**src/rtl/lbs_pkg.sv**
```systemverilog
package lbs_pkg;

    typedef enum logic [2:0] {
        ST_IDLE,
        ST_SETUP,
        ST_CONFIRM,
        ST_POLL,
        ST_CLEAR,
        ST_EXIT,
        ST_DONE
    } lbs_state_t;

    typedef enum logic [2:0] {
        RES_OK      = 3'd0,
        RES_VOLT    = 3'd1,
        RES_PROT    = 3'd2,
        RES_SEQ     = 3'd3,
        RES_LOCK    = 3'd4,
        RES_TIMEOUT = 3'd5,
        RES_DEFER   = 3'd6
    } lbs_res_t;

    localparam logic [7:0] CMD_SETUP    = 8'h60;
    localparam logic [7:0] CMD_BLK_CONF = 8'h01;
    localparam logic [7:0] CMD_MST_CONF = 8'hF1;
    localparam logic [7:0] CMD_CLR_STAT = 8'h50;
    localparam logic [7:0] CMD_READ_ARR = 8'hFF;

    localparam int READY_BIT = 7;
    localparam int VOLT_BIT  = 3;
    localparam int PROT_BIT  = 1;
    localparam int SEQ_BIT   = 5;
    localparam int LOCK_BIT  = 4;

endpackage

```
**src/rtl/lbs_status_decode.sv**
```systemverilog
module lbs_status_decode
    import lbs_pkg::*;
(
    input  logic     volt_i,
    input  logic     prot_i,
    input  logic     seq_i,
    input  logic     lock_i,
    output lbs_res_t res_o,
    output logic     err_o
);
    always_comb begin
        err_o = 1'b1;
        if (volt_i)               res_o = RES_VOLT;
        else if (prot_i)          res_o = RES_PROT;
        else if (seq_i && lock_i) res_o = RES_SEQ;
        else if (lock_i)          res_o = RES_LOCK;
        else begin
            res_o = RES_OK;
            err_o = 1'b0;
        end
    end
endmodule

```
**src/rtl/lbs_poll_timer.sv**
```systemverilog
module lbs_poll_timer #(
    parameter int TW = 16
) (
    input  logic          clk,
    input  logic          rst_n,
    input  logic          clr_i,
    input  logic          en_i,
    input  logic [TW-1:0] limit_i,
    output logic          expired_o
);
    localparam logic [TW-1:0] CNT_MAX = {TW{1'b1}};

    logic [TW-1:0] cnt_q;
    logic [TW:0]   reads_now;

    always_ff @(posedge clk or negedge rst_n) begin
        if (!rst_n)                         cnt_q <= '0;
        else if (clr_i)                     cnt_q <= '0;
        else if (en_i && cnt_q != CNT_MAX)  cnt_q <= cnt_q + 1'b1;
    end

    // Reads made including the one in this cycle.
    assign reads_now = {1'b0, cnt_q} + 1'b1;
    assign expired_o = en_i && (reads_now >= {1'b0, limit_i});
endmodule

```
**src/rtl/lbs_seq.sv**
```systemverilog
module lbs_seq
    import lbs_pkg::*;
#(
    parameter int AW       = 24,
    parameter int TW       = 16,
    parameter int DEV_ADDR = 0
) (
    input  logic          clk,
    input  logic          rst_n,
    input  logic          start_i,
    input  logic          master_i,
    input  logic          last_i,
    input  logic [AW-1:0] addr_i,
    input  logic [TW-1:0] poll_limit_i,
    output logic          busy_o,
    output logic          done_o,
    output logic [2:0]    result_o,
    output logic [AW-1:0] bus_addr_o,
    output logic [7:0]    bus_wdata_o,
    output logic          bus_we_o,
    output logic          bus_re_o,
    input  logic [7:0]    bus_rdata_i
);
    localparam logic [AW-1:0] DEV_A = AW'(DEV_ADDR);

    lbs_state_t    st_q, st_nx;
    lbs_res_t      res_q, res_nx;
    lbs_res_t      dec_res;
    logic          dec_err;
    logic          tmo;
    logic          accept;
    logic          ready;
    logic [AW-1:0] tgt_q;
    logic          mst_q, last_q;
    logic          unused_bits;

    assign unused_bits = ^{bus_rdata_i[6], bus_rdata_i[2], bus_rdata_i[0]};
    assign ready  = bus_rdata_i[READY_BIT];
    assign accept = start_i && (st_q == ST_IDLE || st_q == ST_DONE);

    lbs_status_decode u_dec (
        .volt_i (bus_rdata_i[VOLT_BIT]),
        .prot_i (bus_rdata_i[PROT_BIT]),
        .seq_i  (bus_rdata_i[SEQ_BIT]),
        .lock_i (bus_rdata_i[LOCK_BIT]),
        .res_o  (dec_res),
        .err_o  (dec_err)
    );

    lbs_poll_timer #(.TW(TW)) u_tmr (
        .clk       (clk),
        .rst_n     (rst_n),
        .clr_i     (st_q != ST_POLL),
        .en_i      (st_q == ST_POLL),
        .limit_i   (poll_limit_i),
        .expired_o (tmo)
    );

    // State register and captured request.
    always_ff @(posedge clk or negedge rst_n) begin
        if (!rst_n) begin
            st_q   <= ST_IDLE;
            res_q  <= RES_OK;
            tgt_q  <= '0;
            mst_q  <= 1'b0;
            last_q <= 1'b0;
        end else begin
            st_q  <= st_nx;
            res_q <= res_nx;
            if (accept) begin
                tgt_q  <= master_i ? DEV_A : addr_i;
                mst_q  <= master_i;
                last_q <= last_i;
            end
        end
    end

    // Transitions.
    always_comb begin
        st_nx  = st_q;
        res_nx = res_q;
        unique case (st_q)
            ST_IDLE, ST_DONE: if (start_i) st_nx = ST_SETUP;
            ST_SETUP:         st_nx = ST_CONFIRM;
            ST_CONFIRM:       st_nx = ST_POLL;
            ST_POLL: begin
                if (ready) begin
                    if (!last_q) begin
                        st_nx  = ST_DONE;
                        res_nx = RES_DEFER;
                    end else if (dec_err) begin
                        st_nx  = ST_CLEAR;
                        res_nx = dec_res;
                    end else begin
                        st_nx  = ST_EXIT;
                        res_nx = RES_OK;
                    end
                end else if (tmo) begin
                    st_nx  = ST_EXIT;
                    res_nx = RES_TIMEOUT;
                end
            end
            ST_CLEAR:         st_nx = ST_EXIT;
            ST_EXIT:          st_nx = ST_DONE;
            default:          st_nx = ST_IDLE;
        endcase
    end

    // Outputs.
    always_comb begin
        busy_o      = 1'b0;
        done_o      = 1'b0;
        bus_we_o    = 1'b0;
        bus_re_o    = 1'b0;
        bus_wdata_o = 8'h00;
        unique case (st_q)
            ST_IDLE: ;
            ST_DONE: done_o = 1'b1;
            ST_SETUP: begin
                busy_o = 1'b1; bus_we_o = 1'b1; bus_wdata_o = CMD_SETUP;
            end
            ST_CONFIRM: begin
                busy_o = 1'b1; bus_we_o = 1'b1;
                bus_wdata_o = mst_q ? CMD_MST_CONF : CMD_BLK_CONF;
            end
            ST_POLL: begin
                busy_o = 1'b1; bus_re_o = 1'b1;
            end
            ST_CLEAR: begin
                busy_o = 1'b1; bus_we_o = 1'b1; bus_wdata_o = CMD_CLR_STAT;
            end
            ST_EXIT: begin
                busy_o = 1'b1; bus_we_o = 1'b1; bus_wdata_o = CMD_READ_ARR;
            end
            default: ;
        endcase
    end

    assign bus_addr_o = tgt_q;
    assign result_o   = res_q;
endmodule

```
**config.mk**
```make
export PLATFORM = sky130hd
export DESIGN_NAME = lbs_seq
export DESIGN_NICKNAME = d
export VERILOG_FILES = /design/src/rtl/lbs_pkg.sv /design/src/rtl/lbs_status_decode.sv /design/src/rtl/lbs_poll_timer.sv /design/src/rtl/lbs_seq.sv
export SDC_FILE = /design/constraint.sdc
export NUM_CORES = 1
export LEC_CHECK = 0
export ABC_CLOCK_PERIOD_IN_PS = 3850
export BUFFER_PORTS_ARGS = -buffer_cell sky130_fd_sc_hd__buf_2
export CAP_MARGIN = 20
export CORE_ASPECT_RATIO = 1.4
export CORE_MARGIN = 2
export CORE_UTILIZATION = 52
export CTS_BUF_LIST = sky130_fd_sc_hd__clkbuf_4 sky130_fd_sc_hd__clkbuf_8 sky130_fd_sc_hd__clkbuf_16
export CTS_CLUSTER_DIAMETER = 120
export DETAILED_ROUTE_END_ITERATION = 10
export PLACE_DENSITY = 0.89
export SYNTH_ARGS = -nofsm -noshare
export SYNTH_HDL_FRONTEND = slang
export SYNTH_SLANG_ARGS = --single-unit
```
**constraint.sdc**
```tcl
create_clock -name clk -period 3.85 [get_ports clk]
set_input_delay 0.385 -clock clk [delete_from_list [all_inputs] [get_ports clk]]
set_output_delay 0.385 -clock clk [all_outputs]
set_load 0.02 [all_outputs]
```
==> results.txt, run 1 <==
----------------------------------------------------
[Status]
  Status ... completed

[Critical path]
  Origin of the worst setup path ... u_tmr.cnt_q[0]$_DFFE_PN0P_
  Slowest cell delay on critical path ... 470 ps
  Crit Reg-Reg Startpoint ... u_tmr.cnt_q[0]$_DFFE_PN0P_
  Buffers & Inverters on Critical Path ... 0
  Setup slack on the worst flop-to-flop path ... 720 ps
  Data required time of the worst path ... 4060 ps
  Cell with the biggest individual delay on the critical path ... sky130_fd_sc_hd__dfrtp_1
  Logic depth of the worst register-to-register path ... 10
  Most frequent cell on the critical path ... sky130_fd_sc_hd__ha_1
  Worst-path maximum fanout ... 6
  Crit path depth ... 10
  Kind of cell with the highest combined delay on the critical path ... compound AO/OA/AOI/OAI gates
  Type of element launching the critical path ... register
  Cells along the critical path ... ha_1 > nand3_1 > nor3_1 > xnor2_1 > ha_1 > a21o_1 > a211o_1 > a41oi_1 > nand4_2 > o221ai_1
  Kind of critical path ... reg -> reg
  Worst R2R End ... st_q[1]$_DFFE_PN0P_
  Critical path data arrival time ... 3340 ps
  Critical path endpoint category ... register

[Power and ir drop]
  Static leakage ... 1.98 nW
  Worst voltage drop across the vdd grid ... 0.403 mV
  Power density cells ... 571 nW/um^2

[Yosys]
  Most instantiated library cell after synthesis ... sky130_fd_sc_hd__nand2_1
  Post-synth EDFFs ... 0
  Cell count after synthesis ... 348
  Largest family of logic cells by synthesized area ... simple AND/OR/NAND/NOR gates
  Most area-consuming cells after synthesis ... sky130_fd_sc_hd__dfrtp_1, sky130_fd_sc_hd__nand2_1, sky130_fd_sc_hd__ha_1
  Number of distinct library cell variants in the gate-level netlist after synthesis ... 43
  Xor-xnor portion of the synthesized cell area ... 4.75%
  Cell area after synthesis ... 2950 um^2
  Compound-cell area share of the yosys netlist ... 11.5%
  Synthesized net count ... 419
  Flip-flop cell with the highest count after synthesis ... sky130_fd_sc_hd__dfrtp_1
  Flip-flop and latch count after synthesis ... 48
  Synth top area share ... 40.7%
  Mux share of post-synthesis cell area ... 0.339%
  Top cells by instance count after synthesis ... sky130_fd_sc_hd__nand2_1, sky130_fd_sc_hd__dfrtp_1, sky130_fd_sc_hd__inv_1, sky130_fd_sc_hd__nand3b_1, sky130_fd_sc_hd__nor2_1
  Average cell area after synthesis ... 8.48 um^2
  Count of synthesis-stage warnings from yosys ... 0
  Sequential fraction of the synthesis area ... 40.7%
  Fraction of synthesis flops using an asynchronous set or reset pin ... 100%
  Biggest area consumer among synthesized cells ... sky130_fd_sc_hd__dfrtp_1
  Fraction of the mapped netlist area in simple logic gates ... 27.9%
  Adder and majority cell fraction of the synthesized area ... 7.63%

[Floorplanning]
  Initial core utilization ... 53.8%
  Core region area ... 5490 um^2
  Die ar. ... 6300 um^2
  Row count ... 32
  Die extent in y ... 93.1 um
  X dimension of the die ... 67.7 um
  I/O pin count ... 92

[STA]
  Hold violation total from the final report ... 0
  Relative max-transition margin ... 67.8%
  Share of the cycle needed by the critical path after routing ... 81.2%
  Post-layout minimum cycle time ... 3130 ps
  Worst setup skew after layout ... 10.6 ps
  RSZ-0062 raised after global routing ... no
  Final worst setup slack ... 722 ps
  Count of final setup violators ... 0
  Worst Tran Pin Value ... 480 ps
  Setup TNS after final layout ... 0 ps
  Final slew viol count ... 0
  Fmax ... 0.320 GHz

[Place]
  Final GP Congestion ... 0.889
  Pre-CTS worst setup slack ... 693 ps
  Port-buffer cells ... 88
  Total half-perimeter wirelength after legalization and detailed placement ... 4.82 mm
  Cell area reported after detailed placement ... 3400 um^2

[Global routing]
  Global-route wire length before repair ... 10.8 mm
  Antenna violations before repair ... 0
  Overall fraction of global-route tracks in use ... 21.7%
  GRT Residual Overflow ... 0
  Largest net degree at the start of global routing ... 49
  Via count of the first global-routing pass ... 2611

[Route]
  Amount of wire on met2 after detailed routing ... 3.38 mm
  Total via count in the routed design ... 2664
  Highest signal layer in the routed design ... met4
  First-pass iteration count of the detailed router ... 4
  Post-Route M1 WL ... 2.50 mm
  Routed wl met3 ... 380 um
  Drt drc ... 0
  Count of routing violations after the opening detailed-route iteration ... 86
  Number of vias per cell ... 5.36
  Routed length per placed instance ... 12.7 um
  Final ANT Viol Nets ... 0
  Total routed wirelength ... 6.33 mm

[Clock tree]
  Number of clock sinks ... 48
  H-tree level count ... 2
  Post-CTS repair timing setup buffer count ... 0
  Clock Root Buffer ... sky130_fd_sc_hd__clkbuf_8
  Clock latency on the worst-skew pair ... 300 ps
  TritonCTS clock tree ... built
  TritonCTS Buffers ... 5
  Clock slew at reported path FFs ... 90 ps
  Post-cts resize count ... 0
  Max Buffers Root-to-Sink ... 2
  Post-cts hold buffer count ... 0

[Final layout]
  Final antenna diode count ... 0
  Number of nets at the end of the flow ... 499
  Syn-to-layout area delta ... 19.7%
  Area of all sequential standard cells ... 1200 um^2
  Area occupied by multi-input gates ... 1540 um^2
  Proportion of layout cells with a drive suffix above 1 ... 25.2%
  Total of fill cells in the finished design ... 457
  Area of all placed cells without fillers ... 3530 um^2

[Min path]
  Hold Path Class ... in -> async

[Run]
  Number of maximum-capacitance violations ... 0

----------------------------------------------------
==> through the flow <==
step | power [mW] | utilization [%] | hold slack (ps) | std cells
after detailed placement | 1.66 | 62.0 | 450 | 488
after floorplan | 1.38 | - | 89.4 | 348
final | 2.02 | 64.4 | 27.9 | 497
after global routing | 2.17 | 64.4 | 52.4 | 497
after CTS | 2.03 | 64.0 | 257 | 496
after global placement | 1.63 | 62.0 | 446 | 488
==> cell families (layout without fill, tap and decap cells) <==
kind of cell               count (synthesis)  count (layout)
DFF                                       48              48
and+or+nand+nor                          162             162
muxes                                      1               1
AOI/OAI and AO/OA                         53              53
adders and majority gates                 18              18
buffers and inverters                     50             131
xor gates and xnor gates                  16              16
==> sequential cells by signal, summed over array words and instances, names as in the netlist <==
name and count:
mst_q 1, bus_addr_o 24, u_tmr.cnt_q 16, st_q 3
last_q 1, result_o 3
==> per-layer routing <==
metal | vias to the layer above | global-route usage [%]
met5 | - | 0
met4 | 0 | 6.29
met3 | 5 | 4.21
met2 | 77 | 41.0
met1 | 1258 | 23.3
li1 | 1324 | -
==> final cells by class <==
type / instances / area share, %
clock buffers: 5 / 1.95
clock inverters: 3 / 1.20
inverters: 32 / 3.40
multi-input cells: 250 / 43.6
flip-flops and latches: 48 / 34.0
well taps: 68 / 2.41
repair buffers: 91 / 13.5
==> worst max-delay path by stage <==
stage | end | slack [ps]
finish | st_q[1]$_DFFE_PN0P_ | 720
global route | st_q[1]$_DFFE_PN0P_ | 460
CTS | st_q[1]$_DFFE_PN0P_ | 670
detailed placement | result_o[2]$_DFFE_PN0P_ | 690
global placement | result_o[2]$_DFFE_PN0P_ | 770
floorplan | result_o[2]$_DFFE_PN0P_ | 1150
==> report_power, final <==
group	leakage [nW]	internal, mW	switching [mW]
Sequential	0.636	0.635	0.123
Combinational	1.29	0.325	0.571
Clock	0.0541	0.192	0.169
==> placed cells by master, fill, tap and decap left out, types with 2 or more instances in the layout <==
master and instances:
sky130_fd_sc_hd__buf_2 88, sky130_fd_sc_hd__nand2_1 76, sky130_fd_sc_hd__dfrtp_1 48, sky130_fd_sc_hd__inv_1 31
sky130_fd_sc_hd__nand3b_1 26, sky130_fd_sc_hd__nor2_1 23, sky130_fd_sc_hd__a21oi_1 20, sky130_fd_sc_hd__ha_1 18
sky130_fd_sc_hd__o21ai_0 12, sky130_fd_sc_hd__nand3_1 9, sky130_fd_sc_hd__xnor2_1 9, sky130_fd_sc_hd__xor2_1 7
sky130_fd_sc_hd__nor3_1 7, sky130_fd_sc_hd__clkbuf_8 5, sky130_fd_sc_hd__nand4_1 4, sky130_fd_sc_hd__and3_1 3
sky130_fd_sc_hd__o21bai_1 3, sky130_fd_sc_hd__nand2b_1 2, sky130_fd_sc_hd__nor3_2 2, sky130_fd_sc_hd__a31oi_1 2
sky130_fd_sc_hd__a211oi_1 2, sky130_fd_sc_hd__a21o_1 2, sky130_fd_sc_hd__a211o_1 2, sky130_fd_sc_hd__a41oi_1 2
sky130_fd_sc_hd__o221ai_1 2, sky130_fd_sc_hd__o21a_1 2, sky130_fd_sc_hd__a2bb2oi_2 2, sky130_fd_sc_hd__nor3b_1 2
sky130_fd_sc_hd__buf_4 2
Note: power is estimated with default switching activity, not from simulation.
==> run 2, diff against run 1 <==
- ABC_CLOCK_PERIOD_IN_PS: 3850 -> 3150
- clock period: 3.85 -> 3.15 ns (I/O delays scaled with it)
==> run 2 against run 1 <==
Net effect:
- register-to-register slack got worse by 520 ps
- first-iteration DRC count increased by 23%
- routed wire length increased by 0.65%
- critical path depth unchanged
- maximum frequency increased by 6.1%
- clock power increased by 3%
- sequential power increased by 22%
- critical path type unchanged
- critical endpoint is now result_o[2]$_DFFE_PN0P_
==> results.txt, run 2 (same netlist as run 1, synthesis figures left out) <==
----------------------------------------------------
[Status]
  Status ... completed

[Route]
  Post-Route M1 WL ... 2.50 mm (about the same)
  Amount of wire on met2 after detailed routing ... 3.36 mm (-0.53%)
  Total routed wirelength ... 6.37 mm (+0.65%)
  Highest signal layer in the routed design ... met4
  Routed length per placed instance ... 12.8 um (+0.45%)
  Count of routing violations after the opening detailed-route iteration ... 106 (+23%)
  Number of vias per cell ... 5.47 (+2.0%)
  Total via count in the routed design ... 2724 (+2.3%)
  Final ANT Viol Nets ... 0 (unchanged)
  Routed wl met3 ... 399 um (+5.0%)
  Drt drc ... 0 (unchanged)
  First-pass iteration count of the detailed router ... 4 (unchanged)

[Final layout]
  Most used cells in the layout excluding fill and tap cells ... sky130_fd_sc_hd__buf_2, sky130_fd_sc_hd__nand2_1, sky130_fd_sc_hd__dfrtp_1
  Commonest non-fill, non-tap cell in the layout ... sky130_fd_sc_hd__buf_2
  Finished Core Util ... 64.8% (+0.43 points)
  Flip-flop count of the largest register, all copies and words added ... 24 (unchanged)
  Proportion of layout cells with a drive suffix above 1 ... 26.7% (+1.6 points)
  Area of all placed cells without fillers ... 3550 um^2 (+0.67%)
  Number of nets at the end of the flow ... 500 (+0.20%)
  Syn-to-layout area delta ... 20.5%
  Final antenna diode count ... 0 (unchanged)

[STA]
  Final slew viol count ... 0 (unchanged)
  RSZ-0062 raised after global routing ... no
  Hold violation total from the final report ... 0 (unchanged)
  Share of the cycle needed by the critical path after routing ... 93.6% (+12 points)
  Post-layout minimum cycle time ... 2950 ps (-179 ps)
  Worst setup skew after layout ... 9.79 ps (-0.817 ps)
  Worst Tran Pin Value ... 483 ps (+3.40 ps)
  Fmax ... 0.339 GHz (+6.1%)
  Count of final setup violators ... 0 (unchanged)
  Relative max-transition margin ... 67.8% (about the same)

[Clock tree]
  Clock Root Buffer ... sky130_fd_sc_hd__clkbuf_8
  Clock slew at reported path FFs ... 90 ps (about the same)
  TritonCTS Buffers ... 5 (unchanged)
  Number of clock sinks ... 48 (unchanged)
  Max Buffers Root-to-Sink ... 2 (unchanged)
  Clock latency on the worst-skew pair ... 300 ps (about the same)
  H-tree level count ... 2 (unchanged)
  TritonCTS clock tree ... built

[Power and ir drop]
  Power density cells ... 677 nW/um^2 (+19%)
  Static leakage ... 1.99 nW (+0.33%)
  Worst voltage drop across the vdd grid ... 0.469 mV (+16%)

[Critical path]
  Data required time of the worst path ... 3350 ps (-710 ps)
  Kind of critical path ... reg -> reg
  Worst-path maximum fanout ... 6 (unchanged)
  Origin of the worst setup path ... u_tmr.cnt_q[1]$_DFFE_PN0P_
  Critical path endpoint category ... register
  Type of element launching the critical path ... register
  Critical path data arrival time ... 3150 ps (-190 ps)
  Crit Reg-Reg Startpoint ... u_tmr.cnt_q[1]$_DFFE_PN0P_

[Min path]
  Startpoint of the most critical hold path ... last_i
  Hold Path Class ... in -> reg

[Floorplanning]
  I/O pin count ... 92 (unchanged)
  Die extent in y ... 93.1 um (unchanged)
  Row count ... 32 (unchanged)
  Core region area ... 5490 um^2 (unchanged)
  Die ar. ... 6300 um^2 (unchanged)
  X dimension of the die ... 67.7 um (unchanged)
  Initial core utilization ... 53.8% (unchanged)

[Global routing]
  Global-route wire length before repair ... 10.6 mm (-1.4%)
  Largest net degree at the start of global routing ... 49 (unchanged)
  Antenna violations before repair ... 0 (unchanged)
  Overall fraction of global-route tracks in use ... 21.6% (-0.023 points)
  Via count of the first global-routing pass ... 2556 (-2.1%)
  GRT Residual Overflow ... 0 (unchanged)

[Place]
  Total half-perimeter wirelength after legalization and detailed placement ... 4.83 mm (+0.31%)
  Cell area reported after detailed placement ... 3400 um^2 (unchanged)
  Final GP Congestion ... 0.906 (+1.9%)
  Port-buffer cells ... 88 (unchanged)

[Run]
  Number of maximum-capacitance violations ... 0 (unchanged)

----------------------------------------------------
run 2: power breakdown:
part,internal [mW],switching (mW),leakage [nW]
clock network,0.167,0.206,0.0448
registers,0.778,0.150,0.633
logic,0.405,0.701,1.31
run 2: area by class of cell:
cell class,count,area [um^2]
fillers,456,1930
repair buffers,92,485
flip-flops and latches,48,1200
clock buffers,6,76.3
well taps,68,85.1
multi-input cells,250,1570
clock inverters,2,16.3
inverters,32,120
run 2: worst paths after layout:
kind | cells after the start | slack, ps | endpoint
worst max-delay path | 10 | 200 | result_o[2]$_DFFE_PN0P_
worst min-delay path | 3 | 210 | last_q$_DFFE_PN0P_
worst max register to register | 10 | 200 | result_o[2]$_DFFE_PN0P_
worst min register to register | 2 | 470 | bus_addr_o[11]$_DFFE_PN0P_
max in group asynchronous | 3 | 2170 | u_tmr.cnt_q[2]$_DFFE_PN0P_
min in group asynchronous | 2 | 470 | bus_addr_o[15]$_DFFE_PN0P_
run 2: metal layers:
metal  GRT usage, %  vias to the layer above
met2           39.1                      104
met5              0                        -
met1           23.8                     1278
met4           8.50                        0
li1               -                     1331
met3           4.57                       11
run 2: critical path, stage by stage (launching register included):
cell	delay, ps
sky130_fd_sc_hd__dfrtp_1	420
sky130_fd_sc_hd__ha_2	270
sky130_fd_sc_hd__nand3_2	170
sky130_fd_sc_hd__nor3_4	290
sky130_fd_sc_hd__xnor2_1	180
sky130_fd_sc_hd__ha_1	290
sky130_fd_sc_hd__a21o_1	180
sky130_fd_sc_hd__a211o_1	280
sky130_fd_sc_hd__a41oi_1	230
sky130_fd_sc_hd__nand4_2	270
sky130_fd_sc_hd__o21a_1	260
run 2: what timing repair did:
item | CTS | global route
endpoints found under the hold margin | 0 | 15
pin swaps | 0 | 1
gates resized for setup | 3 | 5
endpoints found under the setup margin | 6 | 6
buffers inserted | 0 | 0
hold buffers | 0 | 1
run 2: metrics by stage:
stage	hold slack, ps	instances	setup TNS [ps]	total power, mW	setup WS [ps]
global placement	446	488	0	2.00	106
finish	209	498	0	2.41	201
floorplan	19.4	348	0	1.69	450
detailed placement	451	488	-404	2.04	-97.0
CTS	199	496	0	2.41	79.3
global route	199	498	0	2.59	2.96
